File: config.mk
export PLATFORM = sky130hd
export DESIGN_NAME = tagfrm_seq
export DESIGN_NICKNAME = d
export VERILOG_FILES = /design/src/rtl/tagfrm_pkg.sv /design/src/rtl/tagfrm_liw_wave.sv /design/src/rtl/tagfrm_manch.sv /design/src/rtl/tagfrm_seq.sv
export SDC_FILE = /design/constraint.sdc
export NUM_CORES = 1
export LEC_CHECK = 0
export BUFFER_PORTS_ARGS = -buffer_cell sky130_fd_sc_hd__buf_2
export CAP_MARGIN = 0
export CORE_AREA = 10 10 100 102
export DETAILED_ROUTE_END_ITERATION = 10
export DIE_AREA = 0 0 110 112
export GPL_TIMING_DRIVEN = 1
export HOLD_SLACK_MARGIN = 0.12
export PLACE_DENSITY = 0.75
export REMOVE_ABC_BUFFERS = 1
export SYNTH_ARGS = -nofsm -noshare
export SYNTH_HDL_FRONTEND = slang
export SYNTH_SLANG_ARGS = --single-unit
File: constraint.sdc
create_clock -name clk -period 3.15 [get_ports clk]
set_input_delay 0.1575 -clock clk [delete_from_list [all_inputs] [get_ports clk]]
set_output_delay 0.1575 -clock clk [all_outputs]
set_load 0.1 [all_outputs]
File: src/rtl/tagfrm_pkg.sv
package tagfrm_pkg;
    typedef enum logic [2:0] {
        ST_IDLE,
        ST_LOAD,
        ST_LISTEN,
        ST_WORD,
        ST_HOLD
    } tf_state_e;
endpackage

File: src/rtl/tagfrm_liw_wave.sv
// Level of a listen window as a function of the tick count since its start.
module tagfrm_liw_wave #(
    parameter int UNIT  = 32,
    parameter int CNT_W = 9
) (
    input  logic [CNT_W-1:0] cnt,
    output logic             level
);
    localparam logic [CNT_W-1:0] E1 = CNT_W'(UNIT);
    localparam logic [CNT_W-1:0] E2 = CNT_W'(2 * UNIT);
    localparam logic [CNT_W-1:0] E3 = CNT_W'(6 * UNIT);
    localparam logic [CNT_W-1:0] E4 = CNT_W'(8 * UNIT);

    always_comb begin
        if (cnt < E1)      level = 1'b1;
        else if (cnt < E2) level = 1'b0;
        else if (cnt < E3) level = 1'b1;
        else if (cnt < E4) level = 1'b0;
        else               level = 1'b1;
    end
endmodule

File: src/rtl/tagfrm_manch.sv
// Manchester cell level: a 1 is high then low, a 0 is low then high.
module tagfrm_manch #(
    parameter int BIT_LEN = 64,
    parameter int CC_W    = 6
) (
    input  logic            bit_val,
    input  logic [CC_W-1:0] cc,
    output logic            level
);
    localparam logic [CC_W-1:0] HALF = CC_W'(BIT_LEN / 2);

    assign level = (cc < HALF) ? bit_val : ~bit_val;
endmodule

File: src/rtl/tagfrm_seq.sv
module tagfrm_seq
    import tagfrm_pkg::*;
#(
    parameter int WORD_W    = 32,
    parameter int ADDR_W    = 6,
    parameter int LW_UNIT   = 32,
    parameter int BIT_LEN   = 64,
    parameter int CTL_ADDR  = 2,
    parameter int FIRST_LSB = 0,
    parameter int LAST_LSB  = 8
) (
    input  logic              clk,
    input  logic              rst_n,
    input  logic              en,
    input  logic              cmd_det,
    input  logic              sel_load,
    input  logic [ADDR_W-1:0] sel_first,
    input  logic [ADDR_W-1:0] sel_last,
    output logic [ADDR_W-1:0] rd_addr,
    input  logic [WORD_W-1:0] rd_data,
    output logic              mod_out,
    output logic              frame_abort
);
    localparam int LW_LEN = 10 * LW_UNIT;
    localparam int LW_CW  = $clog2(LW_LEN);
    localparam int CC_W   = $clog2(BIT_LEN);
    localparam int BN_W   = $clog2(WORD_W);
    localparam logic [LW_CW-1:0] LW_LAST = LW_CW'(LW_LEN - 1);
    localparam logic [CC_W-1:0]  CC_LAST = CC_W'(BIT_LEN - 1);
    localparam logic [BN_W-1:0]  BN_LAST = BN_W'(WORD_W - 1);

    tf_state_e state_q, state_d;

    logic [LW_CW-1:0]  lw_cnt_q;
    logic [CC_W-1:0]   cc_q;
    logic [BN_W-1:0]   bn_q;
    logic [WORD_W-1:0] sh_q;
    logic [ADDR_W-1:0] widx_q, last_q;
    logic [ADDR_W-1:0] sel_first_q, sel_last_q;
    logic              sel_pend_q;
    logic              pre_q;
    logic              abort_q;

    logic lw_end, cell_end, word_end;
    logic liw_lvl, man_lvl;

    assign lw_end   = (lw_cnt_q == LW_LAST);
    assign cell_end = (cc_q == CC_LAST);
    assign word_end = cell_end && (bn_q == BN_LAST);

    tagfrm_liw_wave #(.UNIT(LW_UNIT), .CNT_W(LW_CW)) u_liw (
        .cnt   (lw_cnt_q),
        .level (liw_lvl)
    );

    tagfrm_manch #(.BIT_LEN(BIT_LEN), .CC_W(CC_W)) u_manch (
        .bit_val (sh_q[WORD_W-1]),
        .cc      (cc_q),
        .level   (man_lvl)
    );

    // next-state logic
    always_comb begin
        state_d = state_q;
        unique case (state_q)
            ST_IDLE:   state_d = ST_LOAD;
            ST_LOAD:   state_d = ST_LISTEN;
            ST_LISTEN: begin
                if (cmd_det)       state_d = ST_HOLD;
                else if (lw_end) begin
                    if (pre_q)                state_d = ST_LISTEN;
                    else if (widx_q > last_q) state_d = ST_LOAD;
                    else                      state_d = ST_WORD;
                end
            end
            ST_WORD: begin
                if (word_end) state_d = (widx_q == last_q) ? ST_LOAD : ST_LISTEN;
            end
            ST_HOLD:   if (!cmd_det) state_d = ST_LOAD;
            default:   state_d = ST_IDLE;
        endcase
        if (!en) state_d = ST_IDLE;
    end

    // state register
    always_ff @(posedge clk or negedge rst_n) begin
        if (!rst_n) state_q <= ST_IDLE;
        else        state_q <= state_d;
    end

    // datapath: counters, range and word shifter
    always_ff @(posedge clk or negedge rst_n) begin
        if (!rst_n) begin
            lw_cnt_q    <= '0;
            cc_q        <= '0;
            bn_q        <= '0;
            sh_q        <= '0;
            widx_q      <= '0;
            last_q      <= '0;
            sel_first_q <= '0;
            sel_last_q  <= '0;
            sel_pend_q  <= 1'b0;
            pre_q       <= 1'b0;
            abort_q     <= 1'b0;
        end else begin
            abort_q <= en && (state_q == ST_LISTEN) && cmd_det;
            unique case (state_q)
                ST_LOAD: if (en) begin
                    lw_cnt_q <= '0;
                    pre_q    <= 1'b1;
                    if (sel_pend_q) begin
                        widx_q     <= sel_first_q;
                        last_q     <= sel_last_q;
                        sel_pend_q <= 1'b0;
                    end else begin
                        widx_q <= rd_data[FIRST_LSB +: ADDR_W];
                        last_q <= rd_data[LAST_LSB +: ADDR_W];
                    end
                end
                ST_LISTEN: begin
                    lw_cnt_q <= lw_end ? '0 : lw_cnt_q + 1'b1;
                    cc_q     <= '0;
                    bn_q     <= '0;
                    if (lw_end) begin
                        pre_q <= 1'b0;
                        sh_q  <= rd_data;
                    end
                end
                ST_WORD: begin
                    lw_cnt_q <= '0;
                    if (cell_end) begin
                        cc_q <= '0;
                        bn_q <= bn_q + 1'b1;
                        sh_q <= {sh_q[WORD_W-2:0], 1'b0};
                        if (word_end) widx_q <= widx_q + 1'b1;
                    end else begin
                        cc_q <= cc_q + 1'b1;
                    end
                end
                default: ;
            endcase
            if (sel_load) begin
                sel_first_q <= sel_first;
                sel_last_q  <= sel_last;
                sel_pend_q  <= 1'b1;
            end
        end
    end

    // outputs
    always_comb begin
        rd_addr     = (state_q == ST_LOAD) ? ADDR_W'(CTL_ADDR) : widx_q;
        frame_abort = abort_q;
        unique case (state_q)
            ST_LISTEN: mod_out = en & liw_lvl;
            ST_WORD:   mod_out = en & man_lvl;
            default:   mod_out = 1'b0;
        endcase
    end
endmodule

==> flow_summary_export.csv <==
group,metric,value,unit
final_layout,num_antenna_cells,0,
timing,setup_viol,0,
synth,ys_top_cells_by_area,"dfrtp_1, mux2i_1, nand2_1",
timing,period_share,0.846,
floorplan,initial_core_util,0.530,
pwr,p_per_area,660,nW/um2
timing,hold_viol,0,
synth,avgSynthCellArea,10.0,um2
worst_setup_path,crit_slowest_cell,"dfrtp_1",
global_route,grt_pass1_wl,17.3,mm
synth,seq_area_frac_synth,0.481,
timing,whs,0.122,ns
pwr,peakVddDrop,0.735,mV
timing,worst_slack,0.484,ns
detailed_routing,ant_nets,0,
detailed_routing,wl,10.4,mm
pwr,p_clk_frac,0.205,
synth,syn_area,4260,um2
pwr,switchingPower,1490,uW
placed_design,gp_congestion,0.809,
clocking,root_buffer,"clkbuf_8",
worst_hold_path,hold_class,"input pin to flip-flop",
synth,ys_ff_latch,82,
pwr,swShare,0.429,
detailed_routing,firstDrtPassIters,4,
detailed_routing,drc_errors,0,
pwr,p_leak,0.00243,uW
placed_design,place_area,4610,um2
synth,synth-main-ff-cell,"dfrtp_1",
synth,yosys-top-cells-count,"dfrtp_1, nand2_1, mux2i_1",
final_layout,final_cell_area,5260,um2
global_route,grt_antenna_before_repair,0,
detailed_routing,avgViaCountPerCell,5.54,
pwr,power_frac_comb,0.404,
final_layout,area_delta_synth_final,23.3,%
outcome,status,"completed",
worst_setup_path,crit_required,2.99,ns
placed_design,hpwl,6.96,mm
global_route,grt_usage,0.175,
clocking,clock_latency,0.36,ns
synth,synth_edf_count,0,
floorplan,rows,33,
clocking,cts_tree,"built",
timing,rsz0062_at_grt,"false",
floorplan,dieHeight,112,um
worst_setup_path,crit_chain,"nand2b_2 -> nor2_8 -> nor3_1 -> a2111oi_0 -> buf_4 -> buf_12",
floorplan,die_width,110,um
timing,clock.fmax,0.375,GHz
synth,synth_cells,426,
worst_setup_path,cp_slowest_stage_delay,0.62,ns
placed_design,port_buffers,56,
detailed_routing,vias,3497,
synth,yosysTopAreaCellShare,0.481,
worst_setup_path,cp_max_fo,14,
synth,ys_types,51,
worst_setup_path,start_kind,"flip-flop",
final_layout,nets,581,
clocking,htreeDepth,3,
timing,slew_viol_final,0,
floorplan,die_area,12300,um2
floorplan,io_pins,57,
global_route,grt_pass1_vias,3571,
clocking,numCtsBuffers,9,
worst_setup_path,ff2ff_path_depth,6,
timing,skew,0.00627,ns
final_layout,drive_gt1_frac,0.198,
synth,ys_async_sr_fraction,1.00,
synth,yosysMostFrequentCell,"dfrtp_1",
global_route,grt_max_degree,83,
pwr,pwr-share-seq,0.391,
synth,synth_top_cell_by_area,"dfrtp_1",
placed_design,place_ws,0.647,ns
worst_setup_path,critPathCaptureType,"output pin",
worst_setup_path,critical_path_class,"flip-flop to output pin",
clocking,clock_sinks,82,
timing,worst_pin_slew,1.01,ns
synth,yosysWarnings,0,
job,max_cap_violations,0,
detailed_routing,drt-initial-drc-count,136,
pwr,p_int,1980,uW
floorplan,core_area,8050,um2
timing,relSlewSlack,0.330,
timing,period_minus_slack,2.67,ns
worst_hold_path,holdPathStages,3,
clocking,clkSlewWorstSetupHoldPaths,0.08,ns
detailed_routing,wl_per_cell,16.5,um
global_route,grt.overflow.total,0,
worst_setup_path,worstPathArrival,2.51,ns
clocking,clockBufferDepth,2,
[flip-flops by register name (all words and copies together), names as in the netlist, 3 cells and up]
signal       cells
sel_first_q      6
state_q          3
cc_q             6
lw_cnt_q         9
sel_last_q       6
sh_q            32
last_q           6
widx_q           6
bn_q             5
[routing by layer]
layer | GRT usage | vias up | wire length (um)
li1 | - | 1694 | -
met1 | 0.215 | 1695 | 4390
met2 | 0.276 | 89 | 5130
met3 | 0.0467 | 19 | 621
met4 | 0.0807 | 0 | 262
met5 | 0 | - | 0
[timing repair]
item,in CTS,in global routing
setup endpoints to repair,0,1
setup buffers,0,0
resized for setup,0,1
hold buffers,46,0
hold endpoints to repair,128,0
[worst max-delay path: cells and delay by family, from the launching register on]
kind / cells / cell delay (ns)
DFF: 1 / 0.62
AOI/OAI and AO/OA: 1 / 0.43
buffers and inverters: 2 / 0.36
and+or+nand+nor: 3 / 0.74
[power by group through the flow]
stage / combinational [uW] / clock [uW] / sequential, uW
2_1_floorplan: 1010 / 0 / 1330
5_1_grt: 1520 / 774 / 1380
6_report: 1400 / 713 / 1360
3_3_place_gp: 1310 / 0 / 1360
4_1_cts: 1390 / 726 / 1350
3_5_place_dp: 1340 / 0 / 1370
[cell usage in the layout (no fill, tap or decap), types with 6 or more instances in the layout]
master	netlist	routed
nand2_1	52	52
mux2i_1	44	44
buf_2	13	54
dlygate4sd3_1	0	46
inv_1	12	12
o21ai_1	31	31
a21oi_1	16	16
mux2_2	14	14
nor3_1	8	8
clkbuf_8	0	11
dfrtp_1	82	82
nand3_1	10	10
o21ai_0	28	28
ha_1	11	11
buf_4	4	6
nor2_1	27	27
[per-stage QoR]
stage	instances	setup TNS, ns	util	total power [uW]
floorplan	403	-3.24	-	2340
global placement	569	0	0.573	2670
detailed placement	569	0	0.573	2710
CTS	631	0	0.653	3470
global route	631	0	0.653	3670
finish	631	0	0.653	3470
[final timing paths]
kind	to	slack [ns]	startpoint
max	mod_out	0.48	state_q[1]
min	sh_q[8]	0.12	rd_data[8]
max reg2reg	sh_q[10]	0.82	state_q[0]
min reg2reg	sh_q[26]	0.49	sh_q[26]
max in group asynchronous	sel_last_q[0]	1.99	rst_n
min in group asynchronous	sh_q[28]	0.51	rst_n
[cells by family after synthesis]
group                      synth area share
DFF                                   0.481
adders and majority gates            0.0323
buffers and inverters                0.0399
AOI/OAI and AO/OA                     0.145
and+or+nand+nor                       0.147
muxes                                 0.140
xor gates and xnor gates             0.0144
[cell type report]
class / count / area, um2
fillers: 632 / 2790
flip-flops and latches: 82 / 2050
repair buffers: 107 / 796
clock buffers: 12 / 155
well taps: 105 / 131
inverters: 12 / 45.0
multi-input cells: 309 / 2050
clock inverters: 4 / 26.3
Power figures use the tool's default switching activity.
